### config.mk
export PLATFORM = sky130hd
export DESIGN_NAME = upstream_ring_mgr
export DESIGN_NICKNAME = d
export VERILOG_FILES = /design/src/rtl/ring_pkg.sv /design/src/rtl/ring_lock_table.sv /design/src/rtl/ring_fill_ctrl.sv /design/src/rtl/ring_msg_out.sv /design/src/rtl/upstream_ring_mgr.sv
export SDC_FILE = /design/constraint.sdc
export NUM_CORES = 1
export LEC_CHECK = 0
export ABC_AREA = 1
export BUFFER_PORTS_ARGS = -buffer_cell sky130_fd_sc_hd__buf_4
export CORE_AREA = 2 2 74 76
export CTS_BUF_LIST = sky130_fd_sc_hd__clkbuf_4 sky130_fd_sc_hd__clkbuf_8 sky130_fd_sc_hd__clkbuf_16
export CTS_CLUSTER_SIZE = 10
export DETAILED_ROUTE_END_ITERATION = 6
export DIE_AREA = 0 0 76 78
export GPL_TIMING_DRIVEN = 0
export PLACE_DENSITY = 0.89
export SYNTH_ARGS = -nofsm -noshare
export SYNTH_HDL_FRONTEND = slang
export SYNTH_HIERARCHICAL = 1
export SYNTH_SLANG_ARGS = --single-unit
### constraint.sdc
create_clock -name clk -period 3.57 [get_ports clk]
set_input_delay 0.714 -clock clk [delete_from_list [all_inputs] [get_ports clk]]
set_output_delay 0.714 -clock clk [all_outputs]
set_load 0.02 [all_outputs]
### src/rtl/ring_pkg.sv
package ring_pkg;

    localparam int MSG_IDX_BITS = 8;
    localparam int MSG_CNT_BITS = 16;

    typedef enum logic {
        MSG_RELEASE  = 1'b0,
        MSG_NONEMPTY = 1'b1
    } msg_kind_e;

    typedef struct packed {
        logic                    valid;
        msg_kind_e               kind;
        logic [MSG_IDX_BITS-1:0] idx;
        logic [MSG_CNT_BITS-1:0] bytes;
    } msg_rec_t;

    function automatic int word_bytes(input int bits);
        return bits / 8;
    endfunction

    function automatic int idx_bits(input int count);
        return (count > 1) ? $clog2(count) : 1;
    endfunction

endpackage

### src/rtl/ring_lock_table.sv
module ring_lock_table #(
    parameter int NUM_BUFS = 4,
    parameter int IDX_W    = 2
) (
    input  logic             clk,
    input  logic             rst,
    input  logic             set_en,
    input  logic [IDX_W-1:0] set_idx,
    input  logic             free_en,
    input  logic [IDX_W-1:0] free_idx,
    input  logic [IDX_W-1:0] cur_idx,
    output logic             cur_locked,
    output logic             any_locked
);

    logic [NUM_BUFS-1:0] lock_q;

    for (genvar g = 0; g < NUM_BUFS; g++) begin : g_slot
        always_ff @(posedge clk) begin
            if (rst) begin
                lock_q[g] <= 1'b0;
            end else if (set_en && (set_idx == IDX_W'(g))) begin
                lock_q[g] <= 1'b1;
            end else if (free_en && (free_idx == IDX_W'(g))) begin
                lock_q[g] <= 1'b0;
            end
        end
    end

    assign cur_locked = lock_q[cur_idx];
    assign any_locked = |lock_q;

endmodule

### src/rtl/ring_fill_ctrl.sv
module ring_fill_ctrl #(
    parameter int          NUM_BUFS  = 4,
    parameter int          BUF_BYTES = 32,
    parameter int          WORD_BITS = 16,
    parameter int          ADDR_W    = 32,
    parameter int unsigned BASE_ADDR = 32'h0001_0000,
    parameter int          IDX_W     = 2,
    parameter int          CNT_W     = 6
) (
    input  logic                 clk,
    input  logic                 rst,
    input  logic                 in_valid,
    input  logic [WORD_BITS-1:0] in_data,
    output logic                 in_ready,
    output logic                 wr_req,
    output logic [ADDR_W-1:0]    wr_addr,
    output logic [WORD_BITS-1:0] wr_data,
    input  logic                 wr_ack,
    input  logic                 flush_req,
    input  logic                 cur_locked,
    input  logic                 any_locked,
    output logic [IDX_W-1:0]     cur_idx,
    output logic                 sub_fire,
    output logic [CNT_W-1:0]     sub_bytes,
    output logic                 first_fire
);

    localparam int WB     = ring_pkg::word_bytes(WORD_BITS);
    localparam int WPB    = BUF_BYTES / WB;
    localparam int SLOT_W = $clog2(WPB) + 1;
    localparam int BUF_SH = $clog2(BUF_BYTES);
    localparam int WB_SH  = $clog2(WB);

    logic                 busy_q;
    logic [IDX_W-1:0]     idx_q;
    logic [SLOT_W-1:0]    fill_q;
    logic                 flush_q;
    logic [ADDR_W-1:0]    addr_q;
    logic [WORD_BITS-1:0] data_q;

    logic ack_done, has_fill, flush_want, full_done, flush_fire, accept;
    logic [ADDR_W-1:0] slot_addr;
    logic [IDX_W-1:0]  idx_next;

    always_comb begin
        ack_done   = busy_q & wr_ack;
        has_fill   = (fill_q != '0);
        flush_want = flush_q | flush_req;
        full_done  = ack_done && (fill_q == SLOT_W'(WPB - 1));
        flush_fire = !busy_q && flush_want && has_fill;
        in_ready   = !busy_q && !cur_locked && !(flush_want && has_fill);
        accept     = in_valid && in_ready;
        slot_addr  = ADDR_W'(BASE_ADDR)
                   + ((ADDR_W'(idx_q) << BUF_SH) | (ADDR_W'(fill_q) << WB_SH));
        idx_next   = (idx_q == IDX_W'(NUM_BUFS - 1)) ? '0 : idx_q + IDX_W'(1);
    end

    always_ff @(posedge clk) begin
        if (rst) begin
            busy_q  <= 1'b0;
            idx_q   <= '0;
            fill_q  <= '0;
            flush_q <= 1'b0;
            addr_q  <= '0;
            data_q  <= '0;
        end else begin
            if (accept) begin
                busy_q <= 1'b1;
                addr_q <= slot_addr;
                data_q <= in_data;
            end
            if (ack_done) begin
                busy_q <= 1'b0;
                fill_q <= full_done ? '0 : fill_q + SLOT_W'(1);
            end
            if (flush_fire) begin
                fill_q <= '0;
            end
            if (full_done || flush_fire) begin
                idx_q <= idx_next;
            end
            if (flush_fire) begin
                flush_q <= 1'b0;
            end else if (flush_req) begin
                flush_q <= 1'b1;
            end
        end
    end

    assign wr_req     = busy_q;
    assign wr_addr    = addr_q;
    assign wr_data    = data_q;
    assign cur_idx    = idx_q;
    assign sub_fire   = full_done || flush_fire;
    assign sub_bytes  = full_done ? CNT_W'(BUF_BYTES) : (CNT_W'(fill_q) << WB_SH);
    assign first_fire = ack_done && !any_locked && !has_fill;

endmodule

### src/rtl/ring_msg_out.sv
module ring_msg_out #(
    parameter int IDX_W = 2,
    parameter int CNT_W = 6
) (
    input  logic              clk,
    input  logic              rst,
    input  logic              ne_en,
    input  logic              sub_fire,
    input  logic [IDX_W-1:0]  sub_idx,
    input  logic [CNT_W-1:0]  sub_bytes,
    input  logic              first_fire,
    output ring_pkg::msg_rec_t msg
);

    import ring_pkg::*;

    msg_rec_t msg_q;

    always_ff @(posedge clk) begin
        if (rst) begin
            msg_q <= '0;
        end else begin
            msg_q.valid <= 1'b0;
            if (sub_fire) begin
                msg_q.valid <= 1'b1;
                msg_q.kind  <= MSG_RELEASE;
                msg_q.idx   <= MSG_IDX_BITS'(sub_idx);
                msg_q.bytes <= MSG_CNT_BITS'(sub_bytes);
            end else if (first_fire && ne_en) begin
                msg_q.valid <= 1'b1;
                msg_q.kind  <= MSG_NONEMPTY;
                msg_q.idx   <= MSG_IDX_BITS'(sub_idx);
                msg_q.bytes <= '0;
            end
        end
    end

    assign msg = msg_q;

endmodule

### src/rtl/upstream_ring_mgr.sv
module upstream_ring_mgr #(
    parameter int          NUM_BUFS  = 4,
    parameter int          BUF_BYTES = 32,
    parameter int          WORD_BITS = 16,
    parameter int          CHAN_ID   = 3,
    parameter int          ADDR_W    = 32,
    parameter int unsigned BASE_ADDR = 32'h0001_0000,
    localparam int         IDX_W     = ring_pkg::idx_bits(NUM_BUFS),
    localparam int         CNT_W     = $clog2(BUF_BYTES) + 1
) (
    input  logic                 clk,
    input  logic                 rst,
    input  logic                 nonempty_en,
    input  logic                 in_valid,
    input  logic [WORD_BITS-1:0] in_data,
    output logic                 in_ready,
    output logic                 wr_req,
    output logic [ADDR_W-1:0]    wr_addr,
    output logic [WORD_BITS-1:0] wr_data,
    input  logic                 wr_ack,
    input  logic                 flush_req,
    input  logic                 free_valid,
    input  logic [IDX_W-1:0]     free_idx,
    output logic                 msg_valid,
    output logic                 msg_kind,
    output logic [7:0]           msg_chan,
    output logic [IDX_W-1:0]     msg_buf,
    output logic [CNT_W-1:0]     msg_bytes
);

    import ring_pkg::*;

    logic              cur_locked, any_locked, sub_fire, first_fire;
    logic [IDX_W-1:0]  cur_idx;
    logic [CNT_W-1:0]  sub_bytes;
    msg_rec_t          msg;

    ring_fill_ctrl #(
        .NUM_BUFS (NUM_BUFS),
        .BUF_BYTES(BUF_BYTES),
        .WORD_BITS(WORD_BITS),
        .ADDR_W   (ADDR_W),
        .BASE_ADDR(BASE_ADDR),
        .IDX_W    (IDX_W),
        .CNT_W    (CNT_W)
    ) fill_i (
        .clk       (clk),
        .rst       (rst),
        .in_valid  (in_valid),
        .in_data   (in_data),
        .in_ready  (in_ready),
        .wr_req    (wr_req),
        .wr_addr   (wr_addr),
        .wr_data   (wr_data),
        .wr_ack    (wr_ack),
        .flush_req (flush_req),
        .cur_locked(cur_locked),
        .any_locked(any_locked),
        .cur_idx   (cur_idx),
        .sub_fire  (sub_fire),
        .sub_bytes (sub_bytes),
        .first_fire(first_fire)
    );

    ring_lock_table #(
        .NUM_BUFS(NUM_BUFS),
        .IDX_W   (IDX_W)
    ) lock_i (
        .clk       (clk),
        .rst       (rst),
        .set_en    (sub_fire),
        .set_idx   (cur_idx),
        .free_en   (free_valid),
        .free_idx  (free_idx),
        .cur_idx   (cur_idx),
        .cur_locked(cur_locked),
        .any_locked(any_locked)
    );

    ring_msg_out #(
        .IDX_W(IDX_W),
        .CNT_W(CNT_W)
    ) msg_i (
        .clk       (clk),
        .rst       (rst),
        .ne_en     (nonempty_en),
        .sub_fire  (sub_fire),
        .sub_idx   (cur_idx),
        .sub_bytes (sub_bytes),
        .first_fire(first_fire),
        .msg       (msg)
    );

    assign msg_valid = msg.valid;
    assign msg_kind  = msg.kind;
    assign msg_chan  = 8'(CHAN_ID);
    assign msg_buf   = msg.idx[IDX_W-1:0];
    assign msg_bytes = msg.bytes[CNT_W-1:0];

endmodule

After elaboration in Yosys (flattened, before gate mapping) --
Index checks and enable logic that the tools add are counted.
Word-level totals: bits in latches 0, memories 0, bits in read-only memories 0, output and inout port bits 68, bits in writable memories 0, bits in registers 71, word-level logic and storage cells 79, input bits 25
Operators by class: divide/modulo/power cells 0, magnitude comparators 1, shift operators 0, bitwise gates (word level) 3, reduce and logical (&&, ||, !) cells 36, eq/ne operators 7, mux-type cells 15, add/sub/neg operators 3, multipliers 0
Operator list (count):
- $mux W26 | 2
- $add A17 B32 Y32 const A | 1
- $logic_and A1 B1 Y1 | 18
- $reduce_bool A2 Y1 | 5
- $mux W1 | 9
- $eq A2 B2 Y1 const B | 4
- $or A7 B6 Y7 | 1
- $mux W6 | 1
- $reduce_or A2 Y1 | 3
- $add A5 B1 Y5 const B | 1
- $eq A5 B4 Y1 const B | 1
- $logic_not A1 Y1 | 5
- $mux W5 | 1
- $reduce_bool A5 Y1 | 1
- $eq A2 B1 Y1 const B | 2
- $logic_not A2 Y1 | 2
- $reduce_or A4 Y1 | 1
- $lt A2 B3 Y1 const B | 1
- $add A2 B1 Y2 const B | 1
- $bmux W1 S2 | 1
- $mux W2 | 1
- $and A1 B1 Y1 | 1
- $logic_or A1 B1 Y1 | 1
- $or A1 B1 Y1 | 1

Depth between registers and ports, before layout --
depth after elaboration 7, gate-level depth with buffers 11, mapped depth without buffers 11

By module --
Netlist, hierarchy kept.
By module, submodules not included:
- ring_fill_ctrl | cells an instance 290, times used 1, area each 1924.3 sq um, sequential area each 640.6 sq um
- ring_msg_out | cells an instance 66, times used 1, area each 510.5 sq um, sequential area each 200.2 sq um
- ring_lock_table | cells an instance 35, times used 1, area each 216.5 sq um, sequential area each 80.1 sq um
- upstream_ring_mgr | cells an instance 10, times used 1, area each 67.6 sq um, sequential area each 0.0 sq um

Worst setup path before layout --
No wires, ideal clock.
path type flip-flop to output port, from register fill_i.idx_q[0] (netlist: fill_i/cur_idx[0]), to output port in_ready, cell stages (with the launch flop) 7, data required time 2.856 ns, path slack 1.223 ns, data arrival time 1.633 ns, path buffers 1, cell sequence dfxtp_1 > a21oi_1 > o21ai_0 > nand2_1 > nor2_4 > buf_2 > a21boi_0
On the way: word-level cells in the longest chain between the ends 5
RTL lines:
- start: declaration | RTL line ring_fill_ctrl.sv:35 | logic [IDX_W-1:0] idx_q;
- start signal: assignment | RTL line ring_fill_ctrl.sv:80 | idx_q <= idx_next;
- $bmux W1 S2 | RTL line ring_lock_table.sv:30 | assign cur_locked = lock_q[cur_idx];
- $mux W1 (implied by the code) | RTL line ring_lock_table.sv:30
- net cur_locked | RTL line upstream_ring_mgr.sv:33 | logic cur_locked, any_locked, sub_fire, first_fire;
- $logic_not A1 Y1 | RTL line ring_fill_ctrl.sv:51 | in_ready = !busy_q && !cur_locked && !(flush_want && has_fill);
- $logic_and A1 B1 Y1 (2 in a row) | RTL line ring_fill_ctrl.sv:51
- end: declaration | RTL line upstream_ring_mgr.sv:16 | output logic in_ready,
The timed path passes the listed nets, and every way through them passes these cells. The select of a mux whose other input is x is not followed.

Worst setup path after layout --
Ends and elaborated chain as after synthesis.

==> metrics.yaml <==
run_status:
  outcome: "complete, no violations"
pwr:
  ir_worst_vdd_uv: 239
  leakagePower_nw: 1.88
  powerDensity_mw_per_mm2: 421
setup_path:
  reg2reg_depth: 11
  startpoint_type: "register"
  cp.required_ps: 2860
  crit_fanout: 12
  worst_setup_path_end_kind: "output port"
  crit_type: "reg -> out"
  worstPathArrival_ps: 2000
timing:
  finClkSkew_ps: 5.37
  final_min_period_over_clock_period_pct: 76.0
  rsz0062_at_grt: "false"
  finalSetupViolCount: 0
  timing.setup.tns_ps: 0
  drv_slew: 0
  max_freq_mhz: 369
  hold_viol_final: 0
  layout_min_cycle_time_ps: 2710
cells_and_area:
  fin_cells: 552
  fin_util_pct: 66.5
  fillers: 443
  n_antenna_cell: 0
  nNetsFinal: 509
  final_common_cell: "buf_4"
  drive_gt1_share_pct: 27.0
  mostFrequentLayoutCells: "buf_4 (94), inv_1 (86), nand2_1 (69), dfxtp_1 (46), nor2_1 (40)"
  postLayoutCellArea_mm2: 0.00335
  area_growth_pct: 29.2
placed_design:
  port_buffers: 59
  hpwlAfterDp_mm: 4.19
  dpl.cell_count: 544
  place_congestion: 0.820
  placed_area_mm2: 0.00324
global_route:
  grt_max_degree: 14
  gr-total-overflow: 0
  grt_pass1_vias: 2258
  grt_use_total_pct: 19.4
  grt_pass1_wl_mm: 9.60
  antenna_found_initial: 0
routing:
  detail_route.vias_per_cell: 4.38
  wl_mm: 5.57
  wl_per_cell_um: 10.1
  first_pass_iters: 4
  ant_nets: 0
  drc: 0
  drt_iter0_drc: 110
  vias: 2420
clock_tree:
  cts_tree: "yes"
  clk_pin_slew_ps: 80
  cts_htree_levels: 2
  clock_sinks: 46
  hold_buffers: 0
  cts_buffer_depth: 2
  cts_setup_buffers: 0
  clk_latency_ps: 300
  post_cts_resized: 0
  cts_buffers: 5
  root_buffer: "clkbuf_8"
die:
  rows: 26
  initial_core_util_pct: 51.5
  fp.coreArea_mm2: 0.00504
  pin_count: 93
  die_x_um: 76
  die-area_mm2: 0.00593
  die_h_um: 78
yosys:
  yosysWarnings: 6
  synthCells: 384
  avgSynthCellArea_um2: 6.76
  syn_area_mm2: 0.00259
min_path:
  hp-class: "reg -> reg"
  min_path_cells: 2
run:
  cap_violations: 0
critical path, cell delays in order (launching register included):
cell and delay, ps:
dfxtp_1 560, a21oi_1 120, o21ai_0 90, nand2_1 110
nor2_4 180, buf_2 240, a21boi_0 220, buf_4 180
power by group:
part | internal (mW) | switching [mW] | leakage, nW
Sequential | 0.560 | 0.0285 | 0.377
Combinational | 0.186 | 0.270 | 1.45
Clock | 0.195 | 0.170 | 0.0575
registers in the layout (all words and copies together), names as in the netlist:
register and cells:
fill_i/wr_data 16, msg_i/msg 10, fill_i/wr_addr 7, fill_i/fill_q 5, lock_i/lock_q 4, fill_i/cur_idx 2
fill_i/flush_q 1, fill_i/wr_req 1
metrics by stage:
stage | setup WS [ps] | total power, mW | hold slack [ps]
CTS | 820 | 1.42 | 455
floorplan | 1220 | 0.915 | 443
finish | 856 | 1.41 | 453
global route | 638 | 1.49 | 496
global placement | 1240 | 1.04 | 439
detailed placement | 1220 | 1.05 | 443
cell type report:
type,count,area (µm²),area share [%]
buffer,48,343,10.2
inverter,88,330,9.85
tap,70,87.6,2.61
multi-input combinational,233,1120,33.3
timing repair buffer,59,443,13.2
sequential,46,921,27.5
clock buffer,8,110,3.28
metal layers:
| layer | GRT usage (%) | vias up | wire length (µm) |
|---|---|---|---|
| met5 | 0 | - | 0 |
| met4 | 7.64 | 0 | 90 |
| met3 | 4.42 | 9 | 364 |
| met2 | 36.9 | 79 | 2790 |
| met1 | 20.9 | 1053 | 2330 |
| li1 | - | 1279 | - |
path summary, 6_finish.rpt:
check / from / end / slack [ps]
hold reg to reg: fill_i/wr_addr[16]$_SDFFE_PP0P_ / fill_i/wr_addr[16]$_SDFFE_PP0P_ / 450
setup / recovery: fill_i/cur_idx[0]$_SDFFE_PP0P_ / in_ready / 860
hold / removal: fill_i/wr_addr[16]$_SDFFE_PP0P_ / fill_i/wr_addr[16]$_SDFFE_PP0P_ / 450
setup reg to reg: fill_i/fill_q[0]$_SDFFE_PP0P_ / msg_i/msg[2]$_SDFFE_PP0P_ / 1570
Power figures use the tool's default switching activity.
